File: src/rtl/ssb_pkg.sv
package ssb_pkg;
  typedef struct packed {
    logic bcast;
    logic cor;
  } ctrl_t;

  function automatic logic [1:0] ctrl_bits(input ctrl_t c);
    return {c.bcast, c.cor};
  endfunction
endpackage

File: src/rtl/ssb_ctrl.sv
module ssb_ctrl
  import ssb_pkg::*;
(
  input  logic       clk,
  input  logic       rst_n,
  input  logic       we,
  input  logic [1:0] d,
  output ctrl_t      ctrl
);
  always_ff @(posedge clk) begin
    if (!rst_n) ctrl <= '0;
    else if (we) ctrl <= '{bcast: d[1], cor: d[0]};
  end
endmodule

File: src/rtl/ssb_decode.sv
module ssb_decode #(
  parameter int NPORT = 4,
  parameter int NREG  = 4,
  parameter int PW    = 2,
  parameter int RW    = 2,
  parameter int AW    = PW + RW + 1,
  localparam int NCELL = NPORT * NREG
) (
  input  logic [AW-1:0]    addr,
  input  logic             wr,
  input  logic             rd,
  input  logic             cor,
  input  logic             bcast,
  output logic             ctrl_hit,
  output logic             stat_hit,
  output logic [NCELL-1:0] wsel,
  output logic [NCELL-1:0] rsel
);
  logic [PW-1:0] port;
  logic [RW-1:0] off;

  assign port     = addr[RW +: PW];
  assign off      = addr[0 +: RW];
  assign ctrl_hit = addr[AW-1] && (addr[AW-2:0] == '0);
  assign stat_hit = !addr[AW-1] && (int'(port) < NPORT);

  for (genvar p = 0; p < NPORT; p++) begin : g_port
    for (genvar r = 0; r < NREG; r++) begin : g_reg
      logic off_match, port_match;
      assign off_match  = stat_hit && (off == RW'(r));
      assign port_match = (port == PW'(p));
      assign wsel[p*NREG + r] = wr && !cor && off_match && (bcast || port_match);
      assign rsel[p*NREG + r] = rd && cor && off_match && port_match;
    end
  end
endmodule

File: src/rtl/ssb_cell.sv
module ssb_cell #(
  parameter int W = 8
) (
  input  logic         clk,
  input  logic         rst_n,
  input  logic [W-1:0] set,
  input  logic         wsel,
  input  logic         rsel,
  input  logic [W-1:0] wdata,
  output logic [W-1:0] q,
  output logic [W-1:0] clr
);
  function automatic logic [W-1:0] sticky_next(input logic [W-1:0] cur,
                                               input logic [W-1:0] c,
                                               input logic [W-1:0] s);
    return (cur & ~c) | s;
  endfunction

  assign clr = (wsel ? wdata : '0) | (rsel ? '1 : '0);

  always_ff @(posedge clk) begin
    if (!rst_n) q <= '0;
    else        q <= sticky_next(q, clr, set);
  end
endmodule

File: src/rtl/sticky_status_bank.sv
module sticky_status_bank
  import ssb_pkg::*;
#(
  parameter int NPORT = 4,
  parameter int NREG  = 4,
  parameter int W     = 8,
  localparam int PW    = (NPORT > 1) ? $clog2(NPORT) : 1,
  localparam int RW    = (NREG > 1) ? $clog2(NREG) : 1,
  localparam int AW    = PW + RW + 1,
  localparam int NCELL = NPORT * NREG,
  localparam int NB    = NCELL * W,
  localparam int IW    = PW + RW
) (
  input  logic          clk,
  input  logic          rst_n,
  input  logic [NB-1:0] event_in,
  input  logic          bus_wr,
  input  logic          bus_rd,
  input  logic [AW-1:0] bus_addr,
  input  logic [W-1:0]  bus_wdata,
  output logic [W-1:0]  bus_rdata
);
  ctrl_t             ctrl;
  logic              cor_mode, bc_mode;
  logic              ctrl_hit, stat_hit;
  logic [NCELL-1:0]  wsel_vec, rsel_vec;
  logic [NB-1:0]     stat_flat, clr_flat;
  logic [W-1:0]      stat_arr [NCELL];
  logic [IW-1:0]     rd_idx;

  assign cor_mode = ctrl.cor;
  assign bc_mode  = ctrl.bcast;

  ssb_ctrl u_ctrl (
    .clk(clk), .rst_n(rst_n),
    .we(bus_wr && ctrl_hit), .d(bus_wdata[1:0]), .ctrl(ctrl)
  );

  ssb_decode #(.NPORT(NPORT), .NREG(NREG), .PW(PW), .RW(RW), .AW(AW)) u_dec (
    .addr(bus_addr), .wr(bus_wr), .rd(bus_rd), .cor(cor_mode), .bcast(bc_mode),
    .ctrl_hit(ctrl_hit), .stat_hit(stat_hit), .wsel(wsel_vec), .rsel(rsel_vec)
  );

  for (genvar i = 0; i < NCELL; i++) begin : g_cell
    ssb_cell #(.W(W)) u_cell (
      .clk(clk), .rst_n(rst_n),
      .set(event_in[i*W +: W]), .wsel(wsel_vec[i]), .rsel(rsel_vec[i]),
      .wdata(bus_wdata), .q(stat_flat[i*W +: W]), .clr(clr_flat[i*W +: W])
    );
    assign stat_arr[i] = stat_flat[i*W +: W];
  end

  assign rd_idx = IW'(int'(bus_addr[RW +: PW]) * NREG + int'(bus_addr[0 +: RW]));

  always_ff @(posedge clk) begin
    if (!rst_n) bus_rdata <= '0;
    else if (bus_rd) begin
      if (ctrl_hit)      bus_rdata <= W'(ctrl_bits(ctrl));
      else if (stat_hit) bus_rdata <= stat_arr[rd_idx];
      else               bus_rdata <= '0;
    end
  end
endmodule

File: config.mk
export PLATFORM = sky130hd
export DESIGN_NAME = sticky_status_bank
export DESIGN_NICKNAME = d
export VERILOG_FILES = /design/src/rtl/ssb_pkg.sv /design/src/rtl/ssb_ctrl.sv /design/src/rtl/ssb_decode.sv /design/src/rtl/ssb_cell.sv /design/src/rtl/sticky_status_bank.sv
export SDC_FILE = /design/constraint.sdc
export NUM_CORES = 1
export LEC_CHECK = 0
export BUFFER_PORTS_ARGS = -buffer_cell sky130_fd_sc_hd__buf_2
export CAP_MARGIN = 0
export CORE_MARGIN = 3
export CORE_UTILIZATION = 50
export CTS_BUF_LIST = sky130_fd_sc_hd__clkbuf_8
export DETAILED_ROUTE_END_ITERATION = 8
export GPL_TIMING_DRIVEN = 0
export PLACE_DENSITY_LB_ADDON = 0.25
export SLEW_MARGIN = 20
export SYNTH_ARGS = -nofsm -noshare
export SYNTH_HDL_FRONTEND = slang
export SYNTH_SLANG_ARGS = --single-unit
File: constraint.sdc
create_clock -name clk -period 2.2 [get_ports clk]
set_input_delay 0.11 -clock clk [delete_from_list [all_inputs] [get_ports clk]]
set_output_delay 0.11 -clock clk [all_outputs]
set_load 0.01 [all_outputs]
**After elaboration in Yosys (flattened, before gate mapping)**

Cells that the tools add are included.

- Register bits: 138
- Latch bits: 0
- Bits in writable memories: 0
- ROM bits: 0
- Input port bits: 145
- Output and inout bits: 8
- Word-level logic and storage cells: 186
- Memories kept: 0

- Add/sub/neg operators: 1
- Multipliers: 0
- Div/mod/pow operators: 0
- Order comparisons: 1
- Eq/ne operators: 6
- Shifts and indexed selects: 0
- Mux-type cells: 37
- Bitwise logic cells: 65
- Reduce and logical (&&, ||, !) cells: 57

Operators with widths:

| cell | number |
|---|---|
| $mux W8 | 36 |
| $or A8 B8 Y8 | 32 |
| $and A8 B8 Y8 | 16 |
| $not A8 Y8 | 16 |
| $logic_and A1 B1 Y1 | 48 |
| $bmux W8 S4 | 1 |
| $eq A2 B2 Y1 const B | 4 |
| $ge A5 B5 Y1 const B | 1 |
| $not A4 Y5 | 1 |
| $add A4 B2 Y4 | 1 |
| $eq A2 B1 Y1 const B | 2 |
| $logic_not A2 Y1 | 2 |
| $logic_not A4 Y1 | 1 |
| $logic_or A1 B1 Y1 | 4 |
| $logic_not A1 Y1 | 2 |

**Depth between registers and ports, before layout**

Gate-level depths: netlist of run 1.

- Depth after elaboration: 9
- Depth in mapped cells: 7
- Mapped depth without buffers: 4

**Hierarchy**

From an unflattened synthesis of run 1, not the netlist that was laid out.

- Cell total of the unflattened synthesis: 900
- Area total of the unflattened synthesis: 8,124.0 um^2

By module, submodules not included:

| module | times used | cells each | area an instance (um^2) | sequential area each (um^2) |
|---|---|---|---|---|
| ssb_cell | 16 | 44 | 391.6 | 160.2 |
| sticky_status_bank | 1 | 134 | 1,401.3 | 160.2 |
| ssb_decode | 1 | 56 | 384.1 | 0.0 |
| ssb_ctrl | 1 | 6 | 72.6 | 40.0 |

**Least setup slack after synthesis of run 1**

Ideal clock, no wire load.

- Kind: register to register
- Start: reg, netlist name u_ctrl.ctrl[0]
- End: reg g_cell[13].u_cell.q[0]
- Setup time: 117 ps
- Data arrival time: 1,387 ps
- Data required time: 2,083 ps
- Slack: 695 ps
- Cell stages (with the launch flop): 6
- Buffers on the path: 1
- Period minus slack after synthesis: 1,505 ps
- Path through: dfxtp_1 -> and3b_1 -> buf_2 -> and3b_2 -> a31oi_4 -> a32o_1

- Cells in the longest elaborated chain, start to end: 9
- Elaborated cells on any way between the ends: 13
- Classes of those cells: mux (2); bitwise (4); reduce/logical (7)

RTL lines:

| item | RTL line | RTL |
|---|---|---|
| $logic_not A1 Y1 | ssb_decode.sv:32 | `assign wsel[p*NREG + r] = wr && !cor && off_match && (bcast \|\| port_match);` |
| $logic_and A1 B1 Y1 (3 in series) | ssb_decode.sv:32 |  |
| $mux W8 | ssb_cell.sv:19 | `assign clr = (wsel ? wdata : '0) \| (rsel ? '1 : '0);` |
| $or A8 B8 Y8 (*) | ssb_cell.sv:19 |  |
| $not A8 Y8 (*) | ssb_cell.sv:16 | `return (cur & ~c) \| s;` |
| $and A8 B8 Y8 (*) | ssb_cell.sv:16 |  |
| $or A8 B8 Y8 (*) | ssb_cell.sv:16 |  |
| to (signal assigned) | ssb_cell.sv:23 | `else q <= sticky_next(q, clr, set);` |
| to (decl) | ssb_cell.sv:10 | `output logic [W-1:0] q,` |

Every way passes the cells marked *; elsewhere a longest branch is shown, timed or not.
A chain may end at the register's enable or synchronous reset.

**Worst setup path after layout of run 1**

- Start: reg, netlist name u_ctrl.ctrl[1]
- End: reg g_cell[10].u_cell.q[3]

- Cells in the longest elaborated chain, start to end: 7

RTL lines:

| item | RTL line |
|---|---|
| $logic_or A1 B1 Y1 | ssb_decode.sv:32 |
| $logic_and A1 B1 Y1 | ssb_decode.sv:32 |
| $mux W8 | ssb_cell.sv:19 |
| $or A8 B8 Y8 | ssb_cell.sv:19 |
| $not A8 Y8 | ssb_cell.sv:16 |
| $and A8 B8 Y8 | ssb_cell.sv:16 |
| $or A8 B8 Y8 | ssb_cell.sv:16 |
| to (signal assigned) | ssb_cell.sv:23 |
| to (decl) | ssb_cell.sv:10 |

No other way between the ends.

==> results.py, run 1 <==
metrics = {
    "logic_synthesis": {
        "synthTopCellsByArea": "dfxtp_1 42%, a32o_1 9.7%, mux4_2 6.1%",
        "synth_top_area_share": 0.416,
        "syn-cell-area_um2": 6640,
        "ys_types": 46,
        "synth_nets": 816,
        "synthCells": 671,
        "synth_edf_count": 0,
        "synth-warning-count": 0,
        "ys_seq_area_frac": 0.416,
        "synth_seq_cells": 138,
        "async_flop_share": 0,
        "avgSynthCellArea_um2": 9.89,
        "synth_ff_type": "dfxtp_1",
        "synth_top_cell_by_area": "dfxtp_1",
    },
    "power_and_ir_drop": {
        "powerDensity_nw_per_um2": 678,
        "p_leak_uw": 0.00363,
        "irDropWorstVdd_mv": 0.519,
    },
    "placement": {
        "portBuffers": 141,
        "gp_routability_congestion": 0.981,
        "placed_area_um2": 7560,
        "dp.final_hpwl_um": 18800,
    },
    "run_status": {
        "violations": "DRC",
        "status": "complete, but fails checks",
    },
    "layout": {
        "syn_to_final_growth_pct": 39.8,
        "fin_area_um2": 9280,
        "fillers": 937,
        "diodes": 0,
        "nNetsFinal": 1104,
        "drive_above_1_share": 0.242,
        "final_common_cell": "buf_2",
        "final_cell_mix": "151 x buf_2, 138 x dfxtp_1, 128 x dlygate4sd3_1, 70 x nor2_1, 69 x nand2_1",
    },
    "job": {
        "drv_cap": 0,
    },
    "sta": {
        "finalClockSkew_ps": 13.1,
        "post-route-period-util": 0.910,
        "max_freq_mhz": 500,
        "relSlewSlack": 0.417,
        "finalCriticalPeriod_ps": 2000,
        "rsz0062_at_grt": "false",
        "setup_viol": 0,
        "maxSlewViolCount": 0,
        "tns_ps": 0,
        "tightest_slew_ps": 875,
        "hold_viol": 0,
    },
    "worst_setup_path": {
        "worstPathMaxFanout": 10,
        "arrival_ps": 2350,
        "required_ps": 2550,
        "reg2reg_from": "u_ctrl.ctrl[1]",
        "reg2regPathDepth": 5,
        "crit_type": "reg -> reg",
        "crit_buf_inv": 2,
        "start_kind": "flip-flop",
        "cp_cell_sequence": "clkbuf_1 > clkbuf_1 > o2111ai_1 > a31oi_1 > nor2_1",
        "crit_top_cell": "clkbuf_1",
        "crit_slowest_cell": "clkbuf_1",
        "r2r_end": "g_cell[10].u_cell.q[3]",
        "crit_path_end_kind": "flip-flop",
        "critPathMaxStageDelay_ps": 480,
        "crit_family": "buffers and inverters",
        "reg2reg_setup_slack_ps": 200,
    },
    "clock_network": {
        "htreeDepth": 4,
        "clkTransAtPathRegs_ps": 90,
        "cts.sinks": 138,
        "clkLatencyLatePin_ps": 470,
        "clockBufferDepth": 2,
        "post_cts_resized": 0,
        "cts_setup_buffers": 0,
        "cts_buffers": 17,
        "cts_root_buf": "clkbuf_8",
        "holdBufCountCts": 128,
        "cts_tree": "built",
    },
    "routing": {
        "first_iter_violations": 1189,
        "detail-route-antenna-nets": 0,
        "wire_per_inst_um": 24.7,
        "viasPerCell": 6.69,
        "vias": 7643,
        "drc": 1,
        "first_pass_iters": 8,
        "routed_wl_um": 28300,
    },
    "global_routing": {
        "grt.total_usage": 0.387,
        "gr-total-overflow": 0,
        "grt_pass1_wl_um": 42400,
        "grt_max_degree": 17,
        "grt_pass1_vias": 7632,
        "grt_util_met1": 0.497,
        "met3_usage": 0.0970,
        "antenna_found_initial": 2,
        "grt-busiest-layer": "met2",
        "use_met2": 0.595,
    },
    "hold_path": {
        "hp-start": "bus_rd",
        "hp-class": "in -> reg",
        "min_to": "bus_rdata[1]",
        "whs_path_depth": 4,
    },
    "floorplan": {
        "row_count": 41,
        "die_area_um2": 14700,
        "io_pins": 153,
        "start_util": 0.518,
        "core_area_um2": 12800,
        "die_w_um": 121,
        "die_h_um": 121,
    },
}
tightest hold or removal path, delay by kind of cell:
family / cells / cell delay, ps
simple gates: 1 / 110
buf+inv: 1 / 140
compound gates: 2 / 180
cells in the mapped netlist (2+ instances only):
master / n
dfxtp_1: 138
nor2_1: 70
nand2_1: 69
a31oi_1: 64
a32o_1: 64
clkbuf_1: 50
nand4_1: 34
o2111ai_1: 32
mux2i_1: 18
mux4_2: 18
buf_2: 10
buf_4: 10
mux2_2: 8
a22oi_1: 7
nand3_1: 7
o21ai_0: 7
mux4_1: 6
a221oi_1: 5
nor2b_1: 5
and3b_1: 4
buf_6: 4
o2111a_1: 4
a21oi_2: 3
a21oi_4: 3
and4_1: 3
nand2b_1: 3
a31oi_4: 2
and2_1: 2
buf_1: 2
inv_1: 2
o211ai_1: 2
where the power goes:
part	internal (uW)	total, uW	switching, uW
clock network	1320	2360	1040
registers	2700	2820	120
logic	556	1110	557
flip-flops by register name (all words and copies together) (netlist names):
register / cells
g_cell.u_cell.q: 128
bus_rdata: 8
u_ctrl.ctrl: 2
stage by stage:
| step | worst slack, ps | utilization | total power [uW] | hold WS (ps) | std cells |
|---|---|---|---|---|---|
| floorplan | 695 | - | 3370 | 228 | 671 |
| global placement | 283 | 0.589 | 3730 | 315 | 984 |
| detailed placement | 229 | 0.589 | 3770 | 326 | 984 |
| CTS | 256 | 0.724 | 6230 | 80.6 | 1143 |
| global route | 96.2 | 0.724 | 6480 | 134 | 1143 |
| finish | 199 | 0.724 | 6300 | 96.9 | 1143 |
layer usage:
metal,share of wire,routed length [um]
met5,0.00067,19
met4,0.059,1670
met1,0.38,10600
met2,0.45,12700
met3,0.12,3260
cells by family (layout without fill, tap and decap cells):
logic type,count (synthesis),after routing,share of synthesized area
DFF,138,138,0.416
and+or+nand+nor,204,204,0.145
buffers and inverters,79,379,0.0592
AOI/OAI and AO/OA,200,200,0.254
muxes,50,50,0.126
final cells by class:
class,instances,area [um2],share of cell area
buffer,77,385,0.0415
clock buffer,20,275,0.0297
clock inverter,11,168,0.0181
inverter,2,7.51,0.000809
multi-input combinational,454,3480,0.375
sequential,138,2760,0.298
tap,172,215,0.0232
timing repair buffer,269,1990,0.214
worst max-delay path by stage:
stage / startpoint / end / slack [ps] / depth (start not counted)
5_1_grt: u_ctrl.ctrl[1] / g_cell[10].u_cell.q[3] / 100 / 5
6_report: u_ctrl.ctrl[1] / g_cell[10].u_cell.q[3] / 200 / 5
3_5_place_dp: bus_addr[2] / g_cell[3].u_cell.q[2] / 230 / 6
4_1_cts: u_ctrl.ctrl[1] / g_cell[15].u_cell.q[7] / 260 / 6
2_1_floorplan: u_ctrl.ctrl[0] / g_cell[13].u_cell.q[0] / 700 / 5
3_3_place_gp: bus_addr[2] / g_cell[3].u_cell.q[3] / 280 / 6
Power figures use the tool's default switching activity.
==> run 2, diff against run 1 <==
Settings changed: CTS_BUF_LIST sky130_fd_sc_hd__clkbuf_8 to unset.
==> run 2 against run 1 <==
Against the previous run:
- the run now ends clean
- cell count did not move
- critical path depth stayed put
- highest routed layer unchanged
- via count is 0.41% lower
- largest cell class unchanged
- global-route usage rose by 0.54 points
- setup slack worse by 24 ps
- sequential power is essentially flat
- count of clock-buffer cells in the layout stayed put
- sequential cell count unchanged
==> results.py, run 2 (synthesized netlist as in run 1, its figures left out) <==
metrics = {
    "run_status": {
        "status": "finished, final reports clean",
    },
    "worst_setup_path": {
        "reg2regPathDepth": 5,
        "cp_cell_sequence": "clkbuf_1 > clkbuf_1 > o2111ai_1 > a31oi_1 > nor2_1",
        "crit_slowest_cell": "clkbuf_1",
        "required_ps": 2490,
        "critPathMaxStageDelay_ps": 480,
        "reg2reg_from": "u_ctrl.ctrl[1]",
        "startpoint": "u_ctrl.ctrl[1]",
        "worstPathMaxFanout": 10,
        "crit_type": "reg -> reg",
        "start_kind": "flip-flop",
        "crit_top_cell": "clkbuf_1",
        "arrival_ps": 2320,
        "r2r_end": "g_cell[4].u_cell.q[3]",
        "critPathCapture": "g_cell[4].u_cell.q[3]",
        "crit_path_end_kind": "flip-flop",
        "reg2reg_setup_slack_ps": 180,
    },
    "floorplan": {
        "die_area_um2": 14700,
        "die_h_um": 121,
        "start_util": 0.518,
        "core_area_um2": 12800,
        "row_count": 41,
        "die_w_um": 121,
        "io_pins": 153,
    },
    "routing": {
        "detail-route-antenna-nets": 0,
        "routed_wl_um": 28700,
        "first_pass_iters": 6,
        "drc": 0,
        "vias": 7612,
        "first_iter_violations": 1291,
        "viasPerCell": 6.66,
        "wire_per_inst_um": 25.1,
    },
    "hold_path": {
        "hp-class": "in -> reg",
    },
    "layout": {
        "fillers": 913,
        "syn_to_final_growth_pct": 42.7,
        "diodes": 0,
        "final_common_cell": "buf_2",
        "multiInputGateArea_um2": 3480,
        "regMostFlops": "g_cell.u_cell.q",
        "drive_above_1_share": 0.242,
        "reg.largest.list": "g_cell.u_cell.q: 128 flops, bus_rdata: 8 flops, u_ctrl.ctrl: 2 flops",
        "final_cell_count_no_fill": 1143,
        "final_cell_mix": "151 x buf_2, 138 x dfxtp_1, 128 x dlygate4sd3_1, 70 x nor2_1, 69 x nand2_1",
        "largest_reg_flops": 128,
        "fin_area_um2": 9470,
        "nNetsFinal": 1104,
        "seq_area_um2": 2760,
    },
    "job": {
        "drv_cap": 0,
    },
    "sta": {
        "finalClockSkew_ps": 7.95,
        "maxSlewViolCount": 0,
        "post-route-period-util": 0.920,
        "setup_viol": 0,
        "max_freq_mhz": 494,
        "tightest_slew_ps": 898,
        "hold-worst-slack_ps": 142,
        "tns_ps": 0,
        "rsz0062_at_grt": "false",
        "relSlewSlack": 0.401,
        "hold_viol": 0,
        "finalCriticalPeriod_ps": 2020,
    },
    "clock_network": {
        "cts.sinks": 138,
        "cts_root_buf": "clkbuf_16",
        "cts_setup_buffers": 0,
        "cts_buffers": 17,
        "clockBufferDepth": 2,
        "clkLatencyLatePin_ps": 440,
        "cts_tree": "built",
        "post_cts_resized": 0,
        "htreeDepth": 4,
        "clkTransAtPathRegs_ps": 60,
    },
    "power_and_ir_drop": {
        "seq_power_share": 0.400,
        "irDropWorstVdd_mv": 0.635,
        "pwr-share-clk": 0.442,
        "internal_power_uw": 5240,
        "power.net_switching_uw": 1820,
        "switching_share": 0.258,
        "p_leak_uw": 0.00372,
        "power.total_uw": 7060,
        "powerDensity_nw_per_um2": 746,
        "comb_power_share": 0.158,
    },
    "global_routing": {
        "grt_max_degree": 17,
        "grt-busiest-layer": "met2",
        "grt_util_met1": 0.500,
        "use_met2": 0.615,
        "grt_pass1_vias": 7626,
        "met3_usage": 0.0942,
        "grt_pass1_wl_um": 43000,
        "gr-total-overflow": 0,
        "grt.total_usage": 0.392,
        "antenna_found_initial": 2,
    },
    "placement": {
        "placed_area_um2": 7560,
        "dp.final_hpwl_um": 18800,
        "gp_routability_congestion": 0.981,
        "portBuffers": 141,
        "dpl.cell_count": 984,
    },
}
run 2: metrics by stage:
stage | utilization | worst slack (ps)
final | 0.739 | 175
after global routing | 0.739 | 126
after CTS | 0.739 | 251
after detailed placement | 0.589 | 229
after global placement | 0.589 | 283
after floorplan | - | 695
run 2: how the worst min path moves through the flow:
| stage | startpoint | to | slack [ps] | cells past startpoint |
|---|---|---|---|---|
| CTS | bus_wr | u_ctrl.ctrl[0] | 120 | 4 |
| finish | bus_wr | u_ctrl.ctrl[0] | 140 | 4 |
| global placement | event_in[2] | g_cell[0].u_cell.q[2] | 310 | 3 |
| detailed placement | event_in[44] | g_cell[5].u_cell.q[4] | 330 | 2 |
| global route | bus_rd | bus_rdata[1] | 180 | 4 |
| floorplan | event_in[0] | g_cell[0].u_cell.q[0] | 230 | 2 |
run 2: cell type report:
type,count,share of cell area
buffer,77,0.0407
clock buffer,20,0.0493
clock inverter,11,0.0177
inverter,2,0.000792
multi-input combinational,454,0.368
sequential,138,0.292
tap,172,0.0227
timing repair buffer,269,0.210
run 2: timing repair:
item,CTS,global route
endpoints found under the hold margin,128,0
hold buffers,128,0
setup endpoints to repair,0,0
run 2: power by group through the flow:
stage,Clock (uW),Combinational [uW],Sequential (uW)
floorplan,0,540,2830
global placement,0,869,2860
detailed placement,0,896,2870
CTS,3100,1070,2820
global route,3230,1180,2840
finish,3120,1120,2830
run 2: metal layers:
metal / part of all wire / routed length (um)
met5: 0.00070 / 20
met4: 0.054 / 1550
met3: 0.11 / 3260
met2: 0.46 / 13100
met1: 0.38 / 10800
run 2: critical path: cells and delay by family (launching register included):
| kind | cells | cell delay [ps] |
|---|---|---|
| AND/OR/NAND/NOR | 1 | 70 |
| buffers and inverters | 2 | 940 |
| AO/OA/AOI/OAI | 2 | 500 |
| flip-flops | 1 | 370 |
==> run 3, diff against run 2 <==
Settings changed: RECOVER_POWER set to 50.
==> run 3 against run 2 <==
Against the previous run:
- sequential power barely moved
- core utilization decreased by 0.28 points
- register-to-register slack got worse by 30 ps
- global-route usage is the same
- cell area fell by 0.38%
- die area did not move
- combinational power about the same
- first-iteration DRC count down 5.8%
- wire length decreased by 0.18%
- maximum frequency is 1.4% lower
- clock power about the same
- critical endpoint is now g_cell[0].u_cell.q[2]
- largest cell class unchanged
==> results.py, run 3 (synthesized netlist as in run 1, its figures left out) <==
metrics = {
    "layout": {
        "largest_reg_flops": 128,
        "syn_to_final_growth_pct": 42.2,
        "drive_above_1_share": 0.226,
        "post-route-util": 0.736,
        "diodes": 0,
        "nNetsFinal": 1104,
        "final_cell_mix": "141 x buf_2, 138 x dfxtp_1, 128 x dlygate4sd3_1, 70 x nor2_1, 69 x nand2_1",
        "regMostFlops": "g_cell.u_cell.q",
        "reg.largest.list": "g_cell.u_cell.q: 128 flops, bus_rdata: 8 flops, u_ctrl.ctrl: 2 flops",
        "final_common_cell": "buf_2",
    },
    "power_and_ir_drop": {
        "irDropWorstVdd_mv": 0.634,
        "p_leak_uw": 0.00368,
        "power.total_uw": 7040,
        "powerDensity_nw_per_um2": 746,
    },
    "clock_network": {
        "clockBufferDepth": 2,
        "cts_tree": "built",
        "cts_root_buf": "clkbuf_16",
        "post_cts_resized": 0,
        "htreeDepth": 4,
        "cts.sinks": 138,
        "holdBufCountCts": 128,
        "cts_setup_buffers": 0,
        "clkLatencyLatePin_ps": 440,
        "cts_buffers": 17,
        "clkTransAtPathRegs_ps": 60,
    },
    "worst_setup_path": {
        "critPathMaxStageDelay_ps": 520,
        "cp_cell_sequence": "and3b_1 > clkbuf_1 > nand3_1 > a31oi_1 > nor2_1",
        "crit_path_end_kind": "flip-flop",
        "required_ps": 2500,
        "arrival_ps": 2350,
        "crit_slowest_cell": "nand3_1",
        "worstPathMaxFanout": 10,
        "start_kind": "flip-flop",
        "crit_type": "reg -> reg",
        "crit_buf_inv": 1,
        "crit_family": "simple AND/OR/NAND/NOR gates",
    },
    "placement": {
        "portBuffers": 141,
        "gp_routability_congestion": 0.981,
        "dp.final_hpwl_um": 18800,
    },
    "sta": {
        "rsz0062_at_grt": "false",
        "max_freq_mhz": 487,
        "hold_viol": 0,
        "maxSlewViolCount": 0,
        "tns_ps": 0,
        "tightest_slew_ps": 845,
        "post-route-period-util": 0.933,
        "setup_viol": 0,
        "relSlewSlack": 0.436,
        "hold-worst-slack_ps": 140,
        "finalClockSkew_ps": 8.03,
        "finalCriticalPeriod_ps": 2050,
    },
    "routing": {
        "drc": 0,
        "first_pass_iters": 6,
        "detail-route-antenna-nets": 0,
        "routed_wl_um": 28600,
        "viasPerCell": 6.64,
        "vias": 7594,
        "first_iter_violations": 1216,
        "wire_per_inst_um": 25.0,
    },
    "hold_path": {
        "hp-class": "in -> reg",
    },
    "floorplan": {
        "io_pins": 153,
        "start_util": 0.518,
        "die_area_um2": 14700,
        "die_h_um": 121,
        "core_area_um2": 12800,
        "die_w_um": 121,
        "row_count": 41,
    },
    "job": {
        "drv_cap": 0,
    },
    "global_routing": {
        "grt_pass1_vias": 7626,
        "gr-total-overflow": 0,
        "grt_max_degree": 17,
        "grt.total_usage": 0.392,
        "antenna_found_initial": 2,
        "grt_pass1_wl_um": 43000,
    },
    "run_status": {
        "status": "finished, final reports clean",
    },
}
[run 3: worst reg2reg max path, delay by kind of cell, from the launching register on]
family / cells / cell delay (ps)
buf+inv: 1 / 350
compound gates: 1 / 360
simple gates: 3 / 770
flops: 1 / 430
[run 3: worst paths after layout]
kind | startpoint | to | slack (ps) | cells past startpoint
setup / recovery | u_ctrl.ctrl[0] | g_cell[0].u_cell.q[2] | 150 | 5
hold reg to reg | g_cell[0].u_cell.q[7] | g_cell[0].u_cell.q[7] | 490 | 2
hold / removal | bus_wr | u_ctrl.ctrl[0] | 140 | 4
setup reg to reg | u_ctrl.ctrl[0] | g_cell[0].u_cell.q[2] | 150 | 5
[run 3: power breakdown]
group	internal, uW	total, uW	switching, uW
clock	1980	3110	1130
sequential	2710	2830	123
combinational	548	1110	557
[run 3: routing by layer]
metal,track usage,wire [um]
met1,0.500,10700
met2,0.615,13100
met3,0.0942,3250
met4,0.211,1520
met5,0,20
[run 3: stage by stage]
stage                     worst slack [ps]  cell area, um2  std cells
after detailed placement               229            7560        984
final                                  147            9440       1143
after CTS                              251            9470       1143
after global routing                   103            9440       1143
after global placement                 283            7560        984
after floorplan                        695            6640        671
[run 3: layout make-up]
class / count / area [um2]
clock inverters: 11 / 168
well taps: 172 / 215
inverters: 2 / 7.51
plain buffers: 77 / 383
clock buffers: 20 / 467
repair buffers: 269 / 1980
multi-input cells: 454 / 3460
flip-flops and latches: 138 / 2760
fillers: 926 / 3390
